**src/rtl/lcd_sync_pkg.sv**
```systemverilog
package lcd_sync_pkg;

    localparam int CH_W  = 8;
    localparam int RGB_W = 3 * CH_W;

    typedef struct packed {
        logic [CH_W-1:0] red;
        logic [CH_W-1:0] green;
        logic [CH_W-1:0] blue;
    } rgb_t;

    typedef struct packed {
        logic hsync;
        logic vsync;
        logic de;
        logic vblank;
    } sync_flags_t;

    localparam rgb_t RGB_BLACK = '0;

    // Map an active/inactive condition to a pin level.
    function automatic logic drive_level(input logic active, input logic active_high);
        return active_high ? active : ~active;
    endfunction

endpackage

```
**src/rtl/lcd_axis_ctr.sv**
```systemverilog
module lcd_axis_ctr #(
    parameter int W = 12
) (
    input  logic         clk,
    input  logic         rst,
    input  logic         clear,
    input  logic         step,
    input  logic [W-1:0] last,
    output logic [W-1:0] cnt_q,
    output logic [W-1:0] cnt_d,
    output logic         wrap
);

    always_comb begin
        wrap = step && (cnt_q >= last);
        if (clear) begin
            cnt_d = '0;
        end else if (wrap) begin
            cnt_d = '0;
        end else if (step) begin
            cnt_d = cnt_q + W'(1);
        end else begin
            cnt_d = cnt_q;
        end
    end

    always_ff @(posedge clk) begin
        if (rst) begin
            cnt_q <= '0;
        end else begin
            cnt_q <= cnt_d;
        end
    end

endmodule

```
**src/rtl/lcd_axis_window.sv**
```systemverilog
module lcd_axis_window #(
    parameter int W = 12
) (
    input  logic [W-1:0] pos,
    input  logic [W-1:0] sync_last,
    input  logic [W-1:0] porch_last,
    input  logic [W-1:0] active_last,
    output logic         in_sync,
    output logic         in_active
);

    always_comb begin
        in_sync   = (pos <= sync_last);
        in_active = (pos > porch_last) && (pos <= active_last);
    end

endmodule

```
**src/rtl/lcd_sync_gen.sv**
```systemverilog
module lcd_sync_gen
    import lcd_sync_pkg::*;
#(
    parameter int W = 12
) (
    input  logic             clk,
    input  logic             rst,
    input  logic             enable,
    input  logic             hs_act_high,
    input  logic             vs_act_high,
    input  logic             de_act_high,
    input  logic             pclk_rise_sel,
    input  logic [W-1:0]     h_sync_last,
    input  logic [W-1:0]     h_porch_last,
    input  logic [W-1:0]     h_active_last,
    input  logic [W-1:0]     h_total_last,
    input  logic [W-1:0]     v_sync_last,
    input  logic [W-1:0]     v_porch_last,
    input  logic [W-1:0]     v_active_last,
    input  logic [W-1:0]     v_total_last,
    input  logic             layer_active,
    input  logic [RGB_W-1:0] bg_color,
    output logic             hsync,
    output logic             vsync,
    output logic             de,
    output logic             pclk_fall,
    output logic [W-1:0]     h_cnt,
    output logic [W-1:0]     v_cnt,
    output logic             vblank,
    output logic [RGB_W-1:0] rgb
);

    localparam int NPIN = 3;

    logic         run_q;
    logic         restart;
    logic [W-1:0] h_d, v_d;
    logic         h_wrap, v_wrap;
    logic         h_sync_in, h_act_in, v_sync_in, v_act_in;
    sync_flags_t  flags_d;
    rgb_t         rgb_d;
    rgb_t         bg;
    logic [W:0]   blank_line;

    assign restart = !enable || !run_q;
    assign bg      = rgb_t'(bg_color);

    lcd_axis_ctr #(.W(W)) u_hctr (
        .clk   (clk),
        .rst   (rst),
        .clear (restart),
        .step  (1'b1),
        .last  (h_total_last),
        .cnt_q (h_cnt),
        .cnt_d (h_d),
        .wrap  (h_wrap)
    );

    lcd_axis_ctr #(.W(W)) u_vctr (
        .clk   (clk),
        .rst   (rst),
        .clear (restart),
        .step  (h_wrap),
        .last  (v_total_last),
        .cnt_q (v_cnt),
        .cnt_d (v_d),
        .wrap  (v_wrap)
    );

    lcd_axis_window #(.W(W)) u_hwin (
        .pos         (h_d),
        .sync_last   (h_sync_last),
        .porch_last  (h_porch_last),
        .active_last (h_active_last),
        .in_sync     (h_sync_in),
        .in_active   (h_act_in)
    );

    lcd_axis_window #(.W(W)) u_vwin (
        .pos         (v_d),
        .sync_last   (v_sync_last),
        .porch_last  (v_porch_last),
        .active_last (v_active_last),
        .in_sync     (v_sync_in),
        .in_active   (v_act_in)
    );

    // Decode on the next-state position so flags line up with the counters.
    always_comb begin
        blank_line     = {1'b0, v_active_last} + (W+1)'(1);
        flags_d.hsync  = enable && h_sync_in;
        flags_d.vsync  = enable && v_sync_in;
        flags_d.de     = enable && h_act_in && v_act_in;
        flags_d.vblank = enable && (h_d == '0) && ({1'b0, v_d} == blank_line);
        rgb_d          = (flags_d.de && !layer_active) ? bg : RGB_BLACK;
    end

    logic [NPIN-1:0] pin_act;
    logic [NPIN-1:0] pin_pol;
    logic [NPIN-1:0] pin_q;

    assign pin_act = {flags_d.de, flags_d.vsync, flags_d.hsync};
    assign pin_pol = {de_act_high, vs_act_high, hs_act_high};

    for (genvar gi = 0; gi < NPIN; gi++) begin : g_pin
        always_ff @(posedge clk) begin
            if (rst) begin
                pin_q[gi] <= drive_level(1'b0, pin_pol[gi]);
            end else begin
                pin_q[gi] <= drive_level(pin_act[gi], pin_pol[gi]);
            end
        end
    end

    assign hsync = pin_q[0];
    assign vsync = pin_q[1];
    assign de    = pin_q[2];

    always_ff @(posedge clk) begin
        if (rst) begin
            run_q     <= 1'b0;
            vblank    <= 1'b0;
            rgb       <= RGB_BLACK;
            pclk_fall <= ~pclk_rise_sel;
        end else begin
            run_q     <= enable;
            vblank    <= flags_d.vblank;
            rgb       <= rgb_d;
            pclk_fall <= ~pclk_rise_sel;
        end
    end

    logic unused_ok;
    assign unused_ok = v_wrap;

endmodule

```
**config.mk**
```make
export PLATFORM = sky130hd
export DESIGN_NAME = lcd_sync_gen
export DESIGN_NICKNAME = d
export VERILOG_FILES = /design/src/rtl/lcd_sync_pkg.sv /design/src/rtl/lcd_axis_ctr.sv /design/src/rtl/lcd_axis_window.sv /design/src/rtl/lcd_sync_gen.sv
export SDC_FILE = /design/constraint.sdc
export NUM_CORES = 1
export LEC_CHECK = 0
export BUFFER_PORTS_ARGS = -buffer_cell sky130_fd_sc_hd__buf_4
export CAP_MARGIN = 20
export CORE_MARGIN = 5
export CORE_UTILIZATION = 35
export DETAILED_ROUTE_END_ITERATION = 8
export PLACE_DENSITY = 0.67
export SETUP_SLACK_MARGIN = 0.4
export SLEW_MARGIN = 0
export SYNTH_ARGS = -nofsm -noshare
export SYNTH_HDL_FRONTEND = slang
export SYNTH_HIERARCHICAL = 1
export SYNTH_SLANG_ARGS = --single-unit
export TNS_END_PERCENT = 10
```
**constraint.sdc**
```tcl
create_clock -name clk -period 11.76 [get_ports clk]
set_clock_uncertainty 0.1 [all_clocks]
set_input_delay 0.588 -clock clk [delete_from_list [all_inputs] [get_ports clk]]
set_output_delay 0.588 -clock clk [all_outputs]
set_load 0.05 [all_outputs]
```
# Yosys cells after proc, flatten, opt, wreduce, memory -nomap -nowiden
# Index checks and enable logic that the tools add are counted.
# totals
ff_bits	54
out_inout_bits	53
word_cells	56
# classes
n_eq_ne	1
mux	14
n_lt_le_gt_ge	8
n_bitwise	5
reduce_logical	16
add_sub_neg	3
# ops
cell	n
$mux 12	5
$le 12x12->1	4
$add 12x1->12 const B	2
$ge 12x12->1	2
$gt 12x12->1	2
$add 12x1->13 const B	1
$eq 12x13->1	1
$logic_not 12->1	1
$logic_and 1x1->1	10
$mux 1	9
$not 1->1	5
$logic_not 1->1	3
$reduce_or 2->1	1
$logic_or 1x1->1	1

# Depth between registers and ports, before layout
# depth
word_depth	10
mapped_depth	22
mapped_depth_nobuf	19

# Cells and area by module
# The synthesis kept the hierarchy.
# modules_own_cells
mod	area_each_um2	instances	cells_per_inst	seq_area_each_um2
lcd_axis_ctr	1036.0	2	129	240.2
lcd_axis_window	909.6	2	124	0.0
lcd_sync_gen	1251.2	1	129	600.6

# Worst setup path before layout
# OpenSTA, ideal clock, no wires.
# synth_timing
kind	register to register
from	register u_hctr.cnt_q[0]
to	register rgb[0]
path_slack_ps	6655
arrival_time_ps	4946
path_stages_with_launch	23
setup_time_ps	59
synth_period_minus_slack_ps	5105
cell_sequence	dfxtp_1 -> inv_1 -> ha_1 -> nand2b_1 -> a2111oi_4 -> or3_1 -> a21oi_1 -> buf_4 -> inv_1 -> or2_2 -> o22ai_1 -> buf_2 -> nor3_1 -> ha_1 -> a21oi_1 -> o21a_2 -> o211ai_2 -> o21a_1 -> a311oi_2 -> nand3_1 -> nor2_1 -> clkbuf_1 -> and2_1
# synth_between
elab_chain_cells	10
word_cells_on_any_way	19
# synth_rtl
item	line_no	text
start, declared	lcd_axis_ctr.sv:9	output logic [W-1:0] cnt_q,
start signal, assigned	lcd_axis_ctr.sv:31	cnt_q <= cnt_d;
$ge 12x12->1 *	lcd_axis_ctr.sv:15	wrap = step && (cnt_q >= last);
named net h_wrap	lcd_sync_gen.sv:38	logic h_wrap, v_wrap;
$mux 12 or $logic_and 1x1->1 (tied branches)	lcd_axis_ctr.sv:20, lcd_axis_ctr.sv:15	
$mux 12 *	lcd_axis_ctr.sv:18	end else if (wrap) begin
$mux 12 *	lcd_axis_ctr.sv:16	if (clear) begin
named net v_d[9]	lcd_sync_gen.sv:37	logic [W-1:0] h_d, v_d;
$gt 12x12->1 or $le 12x12->1 (tied branches)	lcd_axis_window.sv:14	in_active = (pos > porch_last) && (pos <= active_last);
$logic_and 1x1->1 *	lcd_axis_window.sv:14	
named net v_act_in	lcd_sync_gen.sv:39	logic h_sync_in, h_act_in, v_sync_in, v_act_in;
$logic_and 1x1->1 *	lcd_sync_gen.sv:93	flags_d.de = enable && h_act_in && v_act_in;
$logic_and 1x1->1 *	lcd_sync_gen.sv:95	rgb_d = (flags_d.de && !layer_active) ? bg : RGB_BLACK;
$not 1->1 (no line) *	--	
$reduce_or 2->1 (no line) *	--	
end signal, assigned	lcd_sync_gen.sv:128	rgb <= rgb_d;
end, declared	lcd_sync_gen.sv:30	output logic [RGB_W-1:0] rgb
# Mark *: on every way through the listed nets, which the timed path passes. The rest lies on a longest branch.
# A chain may end at the register's enable or synchronous reset.

# Worst setup path in the final report
# layout_timing
from	input h_total_last[11]
to	register rgb[12]
# layout_between
elab_chain_cells	10
word_cells_on_any_way	18
# layout_rtl
item	line_no	text
start, declared	lcd_sync_gen.sv:16	input logic [W-1:0] h_total_last,
$ge 12x12->1 *	lcd_axis_ctr.sv:15	
named net h_wrap	lcd_sync_gen.sv:38	
$mux 12 or $logic_and 1x1->1 (tied branches)	lcd_axis_ctr.sv:20, lcd_axis_ctr.sv:15	
$mux 12 *	lcd_axis_ctr.sv:18	
$mux 12 *	lcd_axis_ctr.sv:16	
named net v_d[9]	lcd_sync_gen.sv:37	
$gt 12x12->1 or $le 12x12->1 (tied branches)	lcd_axis_window.sv:14	
$logic_and 1x1->1 *	lcd_axis_window.sv:14	
named net v_act_in	lcd_sync_gen.sv:39	
$logic_and 1x1->1 *	lcd_sync_gen.sv:93	
$logic_and 1x1->1 *	lcd_sync_gen.sv:95	
$not 1->1 (no line) *	--	
$reduce_or 2->1 (no line) *	--	
# Marks and branches as above.

==> impl_metrics.tcl <==
set metrics [dict create \
    routed_via_density 5.02 \
    syn_nets 861 \
    grt_pass1_wl_mm 25.0 \
    core_area_sq_um 14500 \
    clock.fmax_ghz 0.163 \
    design_area_sq_um 6840 \
    initial_core_util 0.355 \
    yosys_warnings 6 \
    drc 0 \
    placed_cells 991 \
    r2r_slack_ps 5670 \
    layout_commonest_cell "buf_4" \
    drtPass1Iterations 5 \
    h-tree-depth 2 \
    cap_violations 0 \
    netlist_area_sq_um 5140 \
    finalCriticalPeriod_ps 6130 \
    nets 1041 \
    vias 5015 \
    power.density_nw_per_um2 61.4 \
    post_cts_resized 0 \
    syn_inst 634 \
    totalNegativeSetupSlack_ps 0 \
    grt_util_all_layers 0.172 \
    synth_area_per_cell_sq_um 8.10 \
    rows 44 \
    slowest_stage "a21oi_1" \
    slowest_delay_ps 630 \
    drive_gt1_frac 0.271 \
    port_buffers 180 \
    period_share 0.521 \
    fp.dieW_um 131 \
    cts_root_buffer "clkbuf_16" \
    dp_hpwl_mm 12.8 \
    relSlewSlack 0.332 \
    antennaDiodeCount 0 \
    fin_util 0.473 \
    worstSetupEndpointType "flop" \
    status "complete, no violations" \
    antenna_found_initial 0 \
    ant_nets 0 \
    worstPathCellList "buf_4 > inv_1 > ha_1 > nand4_1 > or2_2 > or3_1 > a21oi_1 > inv_1 > or2_2 > o22ai_1 > buf_4 > nor3_1 > ha_1 > a21oi_1 > o21a_2 > o211ai_2 > o21a_1 > a311oi_2 > nand3_1 > nor2_1 > buf_6 > and2_1" \
    clk_latency_ps 290 \
    nFillCells 1472 \
    leakage_nw 3.42 \
    grt_pass1_vias 4994 \
    drt_wl_total_mm 14.9 \
    hold_ws_ps 339 \
    dpl_cell_area_sq_um 6700 \
    place.gp.congestion 0.915 \
    grt_max_degree 23 \
    hold_violations 0 \
    ir_worst_vdd_mv 0.0406 \
    clkSinkCount 54 \
    startpoint_type "input pin" \
    worstPathRequired_ps 11890 \
    cts_hold_buf 0 \
    postCtsSetupBuffers 0 \
    slew_viol_final 0 \
    rsz0062_at_grt "no" \
    ctsLongestPathBuffers 2 \
    grt-ovfl-total 0 \
    setup_viol 0 \
    final_cell_mix "buf_4, inv_1, ha_1" \
    dr.first_iter.drc_count 300 \
    cts_buffers 5 \
    hold_path.class "input pin to flop" \
    worstPathArrival_ps 6260 \
    pin_count 181 \
    avgRoutedWirePerCell_um 14.9 \
    worstSetupPathType "input pin to flop" \
    clkSlewWorstSetupHoldPaths_ps 70 \
    worst_slew_pin_slew_ps 995 \
    crit_fanout 16 \
    cts_tree "yes" \
    area_delta_synth_final_pct 33.2 \
    die_y_um 131 \
    dieArea_sq_um 17200 \
    layout.cells.non_filler 999 \
]
[worst max-delay path, delay by kind of cell]
| kind | cells | cell delay, ps |
|---|---|---|
| simple gates | 8 | 2210 |
| compound gates | 7 | 1900 |
| buf+inv | 5 | 880 |
| fa+ha+maj | 2 | 680 |
[final timing paths]
kind	endpoint	from	depth (start not counted)
max reg2reg	rgb[12]	u_hctr/cnt_q[11]	20
max	rgb[12]	h_total_last[11]	22
min reg2reg	u_vctr/cnt_q[1]	u_vctr/cnt_q[1]	2
min	pclk_fall	pclk_rise_sel	2
[metal layers]
| layer | vias to the layer above | share of wire | track usage |
|---|---|---|---|
| li1 | 2613 | - | - |
| met1 | 2258 | 0.45 | 0.222 |
| met2 | 134 | 0.48 | 0.297 |
| met3 | 10 | 0.053 | 0.0333 |
| met4 | 0 | 0.010 | 0.0346 |
| met5 | - | 0 | 0 |
[flip-flops by register name (all words and copies together) (netlist names)]
name and cells:
de 1, hsync 1, pclk_fall 1, rgb 24, run_q 1, u_hctr/cnt_q 12, u_vctr/cnt_q 12, vblank 1
vsync 1
[metrics by stage]
step / total power, mW / setup WS (ps)
after CTS: 0.427 / 5670
final: 0.420 / 5630
after detailed placement: 0.274 / 5380
after global routing: 0.445 / 5100
after floorplan: 0.228 / 6680
after global placement: 0.273 / 5130
[report_power, final]
group	switching [mW]	leakage, nW	total (mW)	internal [mW]
sequential	0.000741	0.437	0.185	0.184
clock	0.0652	0.0739	0.150	0.0846
combinational	0.0397	2.91	0.0856	0.0459
total	0.106	3.42	0.420	0.315
[cell type report]
class	instances	area [sq um]	area share
sequential	54	1080	0.158
clock inverter	1	5.00	0.000731
timing repair buffer	183	1380	0.201
tap	184	230	0.0336
clock buffer	7	143	0.0208
inverter	103	387	0.0565
multi-input combinational	467	3620	0.529
No activity file was read; power rests on OpenSTA's default activity.
